## src/rtl/ow_pkg.sv

```systemverilog
// Package: types and constants shared by the order-wire capture receiver.
package ow_pkg;
    // Number of overhead bytes in one frame's order-wire burst.
    localparam int OW_NUM_BYTES = 3;

    // Capture control state.
    typedef enum logic {
        ST_IDLE = 1'b0,
        ST_CAPT = 1'b1
    } ow_state_e;
endpackage

```

## src/rtl/ow_frame_ctrl.sv

```systemverilog
// Module: ow_frame_ctrl
// Decides, for each rising edge, whether the sampled bit starts a capture,
// continues one, or ends one.
// Assumes: valid and the marker are already stable at the rising edge
// (the producer launches them on the falling edge).
module ow_frame_ctrl
    import ow_pkg::*;
(
    input  logic      clk,
    input  logic      rst_n,
    input  logic      vld_i,
    input  logic      fmark_i,
    output logic      shift_en_o,
    output logic      restart_o,
    output logic      burst_end_o,
    output ow_state_e state_o
);
    ow_state_e state_q;
    logic      start_w;

    // Decode the sampled strobes into start, shift and end events.
    always_comb begin
        start_w     = vld_i && fmark_i;
        restart_o   = start_w;
        shift_en_o  = start_w || (state_q == ST_CAPT && vld_i);
        burst_end_o = (state_q == ST_CAPT) && !vld_i;
    end

    // Track whether a capture burst is running.
    always_ff @(posedge clk) begin
        if (!rst_n) begin
            state_q <= ST_IDLE;
        end else if (start_w) begin
            state_q <= ST_CAPT;
        end else if (burst_end_o) begin
            state_q <= ST_IDLE;
        end
    end

    assign state_o = state_q;

    AST_END_ON_VLD_LOW: assert property (@(posedge clk) disable iff (!rst_n)
        (state_q == ST_CAPT && !vld_i) |=> (state_q == ST_IDLE));
    AST_MARK_STARTS: assert property (@(posedge clk) disable iff (!rst_n)
        (vld_i && fmark_i) |=> (state_q == ST_CAPT));
endmodule

```

## src/rtl/ow_shift_collector.sv

```systemverilog
// Module: ow_shift_collector
// Shifts serial bits in, most significant first, and counts them.
// The count saturates one above the full length, so any over-long burst
// still reads as "not full".
// Assumes: restart and shift_en come from ow_frame_ctrl for the same edge.
module ow_shift_collector #(
    parameter int TOTAL_BITS = 24,
    parameter int CNT_W      = 5
) (
    input  logic                  clk,
    input  logic                  rst_n,
    input  logic                  shift_en_i,
    input  logic                  restart_i,
    input  logic                  bit_i,
    output logic [TOTAL_BITS-1:0] data_o,
    output logic [CNT_W-1:0]      cnt_o
);
    localparam logic [CNT_W-1:0] CNT_SAT = CNT_W'(TOTAL_BITS + 1);

    logic [TOTAL_BITS-1:0] sreg_q;
    logic [CNT_W-1:0]      cnt_q;

    // Shift in the sampled bit and advance the saturating bit count.
    always_ff @(posedge clk) begin
        if (!rst_n) begin
            sreg_q <= '0;
            cnt_q  <= '0;
        end else if (shift_en_i) begin
            sreg_q <= {sreg_q[TOTAL_BITS-2:0], bit_i};
            if (restart_i) begin
                cnt_q <= CNT_W'(1);
            end else if (cnt_q != CNT_SAT) begin
                cnt_q <= cnt_q + CNT_W'(1);
            end
        end
    end

    assign data_o = sreg_q;
    assign cnt_o  = cnt_q;

    AST_RESTART_CNT: assert property (@(posedge clk) disable iff (!rst_n)
        restart_i |=> (cnt_q == CNT_W'(1)));
    AST_CNT_BOUND: assert property (@(posedge clk) disable iff (!rst_n)
        cnt_q <= CNT_SAT);
endmodule

```

## src/rtl/ow_out_regs.sv

```systemverilog
// Module: ow_out_regs
// Holds the last complete set of bytes and raises the ready strobe.
// Also keeps the sticky length-error flag.
// Assumes: burst_end is high for only one edge per burst, and data and
// count are final on that edge.
module ow_out_regs #(
    parameter int BYTE_W    = 8,
    parameter int NUM_BYTES = 3,
    parameter int CNT_W     = 5
) (
    input  logic                                clk,
    input  logic                                rst_n,
    input  logic                                burst_end_i,
    input  logic [CNT_W-1:0]                    cnt_i,
    input  logic [NUM_BYTES*BYTE_W-1:0]         data_i,
    input  logic                                err_clr_i,
    output logic [NUM_BYTES-1:0][BYTE_W-1:0]    bytes_o,
    output logic                                rdy_o,
    output logic                                err_o
);
    localparam int TOTAL_BITS = NUM_BYTES * BYTE_W;

    logic [NUM_BYTES*BYTE_W-1:0] word_q;
    logic                        full_w;

    assign full_w = (cnt_i == CNT_W'(TOTAL_BITS));

    // Load bytes and strobe ready when a full-length burst ends.
    always_ff @(posedge clk) begin
        if (!rst_n) begin
            word_q <= '0;
            rdy_o  <= 1'b0;
        end else begin
            rdy_o <= burst_end_i && full_w;
            if (burst_end_i && full_w) begin
                word_q <= data_i;
            end
        end
    end

    // Set the sticky error on a wrong length; clear it on request.
    always_ff @(posedge clk) begin
        if (!rst_n) begin
            err_o <= 1'b0;
        end else if (burst_end_i && !full_w) begin
            err_o <= 1'b1;
        end else if (err_clr_i) begin
            err_o <= 1'b0;
        end
    end

    // Split the word into bytes; the highest slice is the first one sent.
    for (genvar gi = 0; gi < NUM_BYTES; gi++) begin : g_slice
        assign bytes_o[gi] = word_q[gi*BYTE_W +: BYTE_W];
    end

    AST_RDY_SINGLE: assert property (@(posedge clk) disable iff (!rst_n)
        rdy_o |=> !rdy_o);
    AST_BYTES_HOLD: assert property (@(posedge clk) disable iff (!rst_n)
        !rdy_o |-> $stable(word_q));
    AST_ERR_STICKY: assert property (@(posedge clk) disable iff (!rst_n)
        (err_o && !err_clr_i) |=> err_o);
endmodule

```

## src/rtl/ow_capture_rx.sv

```systemverilog
// Module: ow_capture_rx (top)
// Receives the serial order-wire stream and rebuilds the E1, F1 and E2
// bytes of each frame.
// Assumes: the producer launches its signals on the falling edge, and all
// inputs are synchronous to clk.
module ow_capture_rx
    import ow_pkg::*;
#(
    parameter int BYTE_W = 8
) (
    input  logic              clk,
    input  logic              rst_n,
    input  logic              ser_bit,
    input  logic              ser_vld,
    input  logic              frm_mark,
    input  logic              err_clr,
    output logic [BYTE_W-1:0] e1_byte,
    output logic [BYTE_W-1:0] f1_byte,
    output logic [BYTE_W-1:0] e2_byte,
    output logic              bytes_rdy,
    output logic              len_err
);
    localparam int TOTAL_BITS = OW_NUM_BYTES * BYTE_W;
    localparam int CNT_W      = $clog2(TOTAL_BITS + 2);

    logic                                  shift_en;
    logic                                  restart;
    logic                                  burst_end;
    ow_state_e                             state;
    logic [TOTAL_BITS-1:0]                 data;
    logic [CNT_W-1:0]                      cnt;
    logic [OW_NUM_BYTES-1:0][BYTE_W-1:0]   bytes;

    ow_frame_ctrl u_ctrl (
        .clk         (clk),
        .rst_n       (rst_n),
        .vld_i       (ser_vld),
        .fmark_i     (frm_mark),
        .shift_en_o  (shift_en),
        .restart_o   (restart),
        .burst_end_o (burst_end),
        .state_o     (state)
    );

    ow_shift_collector #(
        .TOTAL_BITS (TOTAL_BITS),
        .CNT_W      (CNT_W)
    ) u_coll (
        .clk        (clk),
        .rst_n      (rst_n),
        .shift_en_i (shift_en),
        .restart_i  (restart),
        .bit_i      (ser_bit),
        .data_o     (data),
        .cnt_o      (cnt)
    );

    ow_out_regs #(
        .BYTE_W    (BYTE_W),
        .NUM_BYTES (OW_NUM_BYTES),
        .CNT_W     (CNT_W)
    ) u_out (
        .clk         (clk),
        .rst_n       (rst_n),
        .burst_end_i (burst_end),
        .cnt_i       (cnt),
        .data_i      (data),
        .err_clr_i   (err_clr),
        .bytes_o     (bytes),
        .rdy_o       (bytes_rdy),
        .err_o       (len_err)
    );

    assign e1_byte = bytes[2];
    assign f1_byte = bytes[1];
    assign e2_byte = bytes[0];

    AST_RDY_NEEDS_FULL: assert property (@(posedge clk) disable iff (!rst_n)
        bytes_rdy |-> $past(burst_end && cnt == CNT_W'(TOTAL_BITS)));
    AST_IDLE_IGNORES: assert property (@(posedge clk) disable iff (!rst_n)
        (state == ST_IDLE && !(ser_vld && frm_mark)) |=> $stable(cnt));
endmodule

```

## config.mk

```make
export PLATFORM = sky130hd
export DESIGN_NAME = ow_capture_rx
export DESIGN_NICKNAME = d
export VERILOG_FILES = /design/src/rtl/ow_pkg.sv /design/src/rtl/ow_frame_ctrl.sv /design/src/rtl/ow_shift_collector.sv /design/src/rtl/ow_out_regs.sv /design/src/rtl/ow_capture_rx.sv
export SDC_FILE = /design/constraint.sdc
export NUM_CORES = 1
export LEC_CHECK = 0
export BUFFER_PORTS_ARGS = -buffer_cell sky130_fd_sc_hd__buf_4
export CAP_MARGIN = 25
export CORE_MARGIN = 2
export CORE_UTILIZATION = 40
export DETAILED_ROUTE_END_ITERATION = 10
export GPL_TIMING_DRIVEN = 1
export PLACE_DENSITY = 0.68
export SETUP_SLACK_MARGIN = 0.1
export SLEW_MARGIN = 10
export SYNTH_ARGS = -nofsm -noshare
export SYNTH_HDL_FRONTEND = slang
export SYNTH_SLANG_ARGS = --single-unit
```

## constraint.sdc

```tcl
create_clock -name clk -period 3 [get_ports clk]
set_clock_uncertainty 0.15 [all_clocks]
set_input_delay 0.45 -clock clk [delete_from_list [all_inputs] [get_ports clk]]
set_output_delay 0.45 -clock clk [all_outputs]
set_load 0.02 [all_outputs]
```

### Yosys cells after proc, flatten, opt, wreduce, memory -nomap -nowiden

Index checks and enable logic that the tools add are counted.

* bits in latches: 0
* memory bits (writable): 0
* flip-flop bits (word level): 56
* memories: 0
* output and inout port bits: 26
* memory bits (read-only): 0
* input port bits: 6
* logic and storage cells: 27

* shift operators: 0
* reductions and logical operators: 12
* div/mod/pow operators: 0
* add/sub/neg operators: 1
* $lt $le $gt $ge: 0
* bitwise operators: 0
* mux-type cells: 6
* multiply operators: 0
* equality and inequality tests: 2

Operators by type and width (count)
* 2-to-1 mux 5 bit: 2
* nonzero test 2 bit: 3
* adder 5 x 1 -> 5 bit (second input constant): 1
* == test 5 bit (second input constant): 1
* logical AND 1 bit: 5
* != test 5 bit (second input constant): 1
* 2-to-1 mux 1 bit: 4
* zero test 1 bit: 2
* AND reduction 2 bit: 1
* logical OR 1 bit: 1

### Depth between registers and ports, before layout

* depth in word-level cells: 4
* depth in mapped cells: 7
* mapped depth without buffers: 5

### By module

A second synthesis with hierarchy kept.

* cell total of the unflattened synthesis: 232
* area, all modules: 2240.9 µm²

Modules (own cells, without submodules)
* ow_shift_collector: cells an instance 113, instances 1, area each 1127.3 µm², seq. area each 580.6 µm²
* ow_out_regs: cells an instance 114, instances 1, area each 1063.5 µm², seq. area each 520.5 µm²
* ow_frame_ctrl: cells an instance 5, instances 1, area each 50.0 µm², seq. area each 20.0 µm²

### Least setup slack after synthesis

OpenSTA, ideal clock, no wires.

* path type: register to register
* from: register u_coll.cnt_q[0] (netlist: u_coll.cnt_o[0])
* to: register u_out.word_q[10] (netlist: u_out.bytes_o[10])
* arrival time: 1.322 ns
* cell stages (with the launch flop): 8
* path buffers: 2
* slack: 1.457 ns
* setup time: 0.072 ns
* period minus slack after synthesis: 1.543 ns
* data required time: 2.778 ns
* path through: dfxtp_1 > inv_1 > ha_1 > nand4b_4 > nor3b_2 > buf_6 > buf_12 > mux2i_1

* longest elaborated chain between the ends: 2

RTL lines
* start: declaration: RTL line ow_shift_collector.sv:21 `logic [CNT_W-1:0] cnt_q;`
* start signal: assignment: RTL line ow_shift_collector.sv:33 `cnt_q <= cnt_q + CNT_W'(1);`
* == test 5 bit: RTL line ow_out_regs.sv:26 `assign full_w = (cnt_i == CNT_W'(TOTAL_BITS));`
* logical AND 1 bit: RTL line ow_out_regs.sv:35 `if (burst_end_i && full_w) begin`
* end signal: assignment: RTL line ow_out_regs.sv:36 `word_q <= data_i;`
* end: declaration: RTL line ow_out_regs.sv:23 `logic [NUM_BYTES*BYTE_W-1:0] word_q;`

Every way passes these cells.
A chain may end at the register's enable or synchronous reset.

### Worst setup path in the final report

* from: register u_coll.cnt_q[0] (netlist: u_coll.cnt_o[0])
* to: register u_out.word_q[21] (netlist: u_out.bytes_o[21])

Same word-level chain as after synthesis.

==> metrics <==
Worst Setup Path Type reg2reg; worst reg2reg path depth 6; Via Count 1697; status complete, no violations; CP endpoint kind flop; Netlist cell types 32; critical path data required time 3080 ps; VDD IR-drop max 0.2085 mV; Hold Path Stages 3; Slew Limit Fails 0; Tot Pwr 1.291 mW; Yosys top cell by area dfxtp_1; Yosys warnings 0; worst hold margin 249.5 ps; startpoint class of the critical path flop; Die H 80.32 um; Post-route DRC 0; CP max FO 25; synthesized flop and latch total 56; core region area 5574 um^2; Seq/Total Area, Yosys 48.12%; number of global-route vias before repair 1551; CTS H-tree depth 2; mean post-synth cell area 9.101 um^2; gpl congestion 0.7803; DIE AREA 6451 um^2; layout cells sized above 1 16.19%; number of I/O pins 32; sw frac 21.87%; Initial Util 41.80%; RSZ-0062 raised after global routing no; Min-Delay Path Class in2reg; Filler cells 545; DR pass1 iterations 6; nets 286; Antenna diodes 0; largest net degree at the start of global routing 86; share of the synthesized area in the top cell type 48.12%; buffers added on ports 31; worst hold start ser_bit; pwr dens 487.1 nW/um^2; cts repair resizes 0; top post-synthesis cells by area dfxtp_1 (48%), nand2_1 (16%), mux2i_1 (10%), a21boi_0 (6.4%), buf_12 (1.7%); total global-route track usage 13.38%; placed inst area 2540 um^2; crit path DAT 1920 ps; total CTS buffers 5; antenna violations before repair 0; CTS tree done; # hold bufs at CTS 0; HPWL after DPL 2432 um; Hold Path Sink u_coll.data_o[0]; max_slew headroom 42.76%; Post-CTS Setup Bufs 0; grt total ovfl 0; Clock Latency Late Sink 300 ps; TNS Setup 0 ps; Die W 80.32 um; # rows 27; Int Power 1.009 mW; final number of hold-violating endpoints 0; endpoints failing setup 0; Worst Tran Pin Value 858.6 ps; post-route ant nets 0; share of total power in sequential cells 58.1%; Area growth syn-to-layout 13.80%; clock share of power 37.8%; min cycle time layout 1843 ps; wire per inst 11.42 um; FMAX 542.7 MHz; Register Area 1121 um^2; switching pwr 282.5 uW; Clk pin slew, worst setup/hold paths 100 ps; Synthesized Nets 265; R2R setup slack 1160 ps; area of the multi-input gates 1081 um^2; 1st-iter DRT viols 105; Mapped Area 2330 um^2; first-pass GRT wire length 6906 um; Syn Inst Count 256; Worst R2R End u_out.bytes_o[21]; clock buffer depth 2; Vias/cell 4.849; clock sinks 56; LEAKAGE 0.9164 nW; Post-Route WL 3997 um; Root Driver clkbuf_8; post-route cell area 2651 um^2; Gate power share 4.0%; part of the cycle the worst path needs 61.42%; FF-to-FF Start u_coll.cnt_o[0]; Max Cap Violations 0
[worst max path at each step]
stage,start,endpoint,depth (start not counted)
final,u_coll.cnt_o[0],u_out.bytes_o[21],6
after global routing,u_coll.cnt_o[0],u_out.bytes_o[8],6
after CTS,u_coll.cnt_o[0],u_out.bytes_o[21],6
after detailed placement,rst_n,u_coll.cnt_o[3],4
after global placement,rst_n,u_coll.cnt_o[3],4
after floorplan,u_coll.cnt_o[0],u_out.bytes_o[10],7
[routing by layer]
layer  GRT usage [%]  routed length (um)  up-vias
met3           2.472                 147        5
met4           6.102                  62        0
met1           17.81                2011      782
li1                -                   -      885
met5               0                   0        -
met2           21.00                1776       25
[Yosys cell counts]
| master | number |
|---|---|
| and4b_1 | 1 |
| and4b_2 | 1 |
| mux2i_1 | 24 |
| or3_1 | 1 |
| or3_2 | 1 |
| buf_4 | 4 |
| a31oi_1 | 1 |
| a21boi_0 | 20 |
| nand3b_1 | 3 |
| nand2_1 | 97 |
| o21ai_0 | 1 |
| nor3b_2 | 1 |
| clkbuf_2 | 1 |
| o21a_1 | 1 |
| nand4b_1 | 2 |
| clkbuf_1 | 8 |
| a311o_1 | 1 |
| buf_2 | 2 |
| nand4_1 | 3 |
| buf_12 | 2 |
| a21boi_1 | 5 |
| buf_6 | 1 |
| inv_1 | 2 |
| and2_1 | 2 |
| dfxtp_1 | 56 |
| nor4b_1 | 1 |
| nand4b_4 | 1 |
| nand2b_1 | 1 |
| nor3b_1 | 1 |
| o21ai_4 | 1 |
| ha_1 | 3 |
| nand3_1 | 7 |
[cell usage in the layout (no fill, tap or decap), types with 2 or more instances in the layout]
cell and n:
a21boi_1 5, inv_1 2, dfxtp_1 56, nand3b_1 3
clkbuf_8 5, nand4b_1 2, buf_4 32, and2_1 2
ha_1 3, a21boi_0 20, nand4_1 3, nand3_1 7
mux2i_1 24, nand2_1 97
[critical path, stage by stage, from the launching register on]
cell,delay (ps)
dfxtp_1,380
inv_1,100
ha_1,190
nand4b_4,130
nor3b_4,170
buf_4,390
mux2i_1,240
[power groups by stage]
| stage | clock network (mW) | logic, mW | registers [mW] |
|---|---|---|---|
| floorplan | 0 | 0.0434 | 0.766 |
| global route | 0.537 | 0.0578 | 0.751 |
| finish | 0.489 | 0.0522 | 0.751 |
| global placement | 0 | 0.0521 | 0.768 |
| CTS | 0.506 | 0.0530 | 0.751 |
| detailed placement | 0 | 0.0527 | 0.768 |
[per-stage QoR]
stage	utilization (%)	setup slack [ps]	instances
finish	47.56	1157	350
global route	47.56	1032	350
CTS	47.56	1150	350
detailed placement	45.57	947.4	342
global placement	45.57	950.7	342
floorplan	-	1457	256
[area by class of cell]
class | instances | area share (%)
Sequential cell | 56 | 42.28
Timing Repair Buffer | 32 | 9.061
Tap cell | 72 | 3.398
Clock inverter | 3 | 1.605
Inverter | 2 | 0.2832
Multi-Input combinational cell | 180 | 40.77
Clock buffer | 5 | 2.596
[sequential cells by signal, summed over array words and instances (netlist names)]
name / count
u_coll.cnt_o: 5
u_coll.data_o: 24
u_ctrl.state_o: 1
u_out.bytes_o: 24
u_out.err_o: 1
u_out.rdy_o: 1
[logic make-up after synthesis]
| kind of cell | Yosys count | synth area share (%) |
|---|---|---|
| fa+ha+maj | 3 | 1.611 |
| compound gates | 30 | 9.990 |
| buf+inv | 20 | 5.747 |
| mux | 24 | 10.31 |
| flops | 56 | 48.12 |
| simple gates | 123 | 24.22 |
Note: power is estimated with default switching activity, not from simulation.
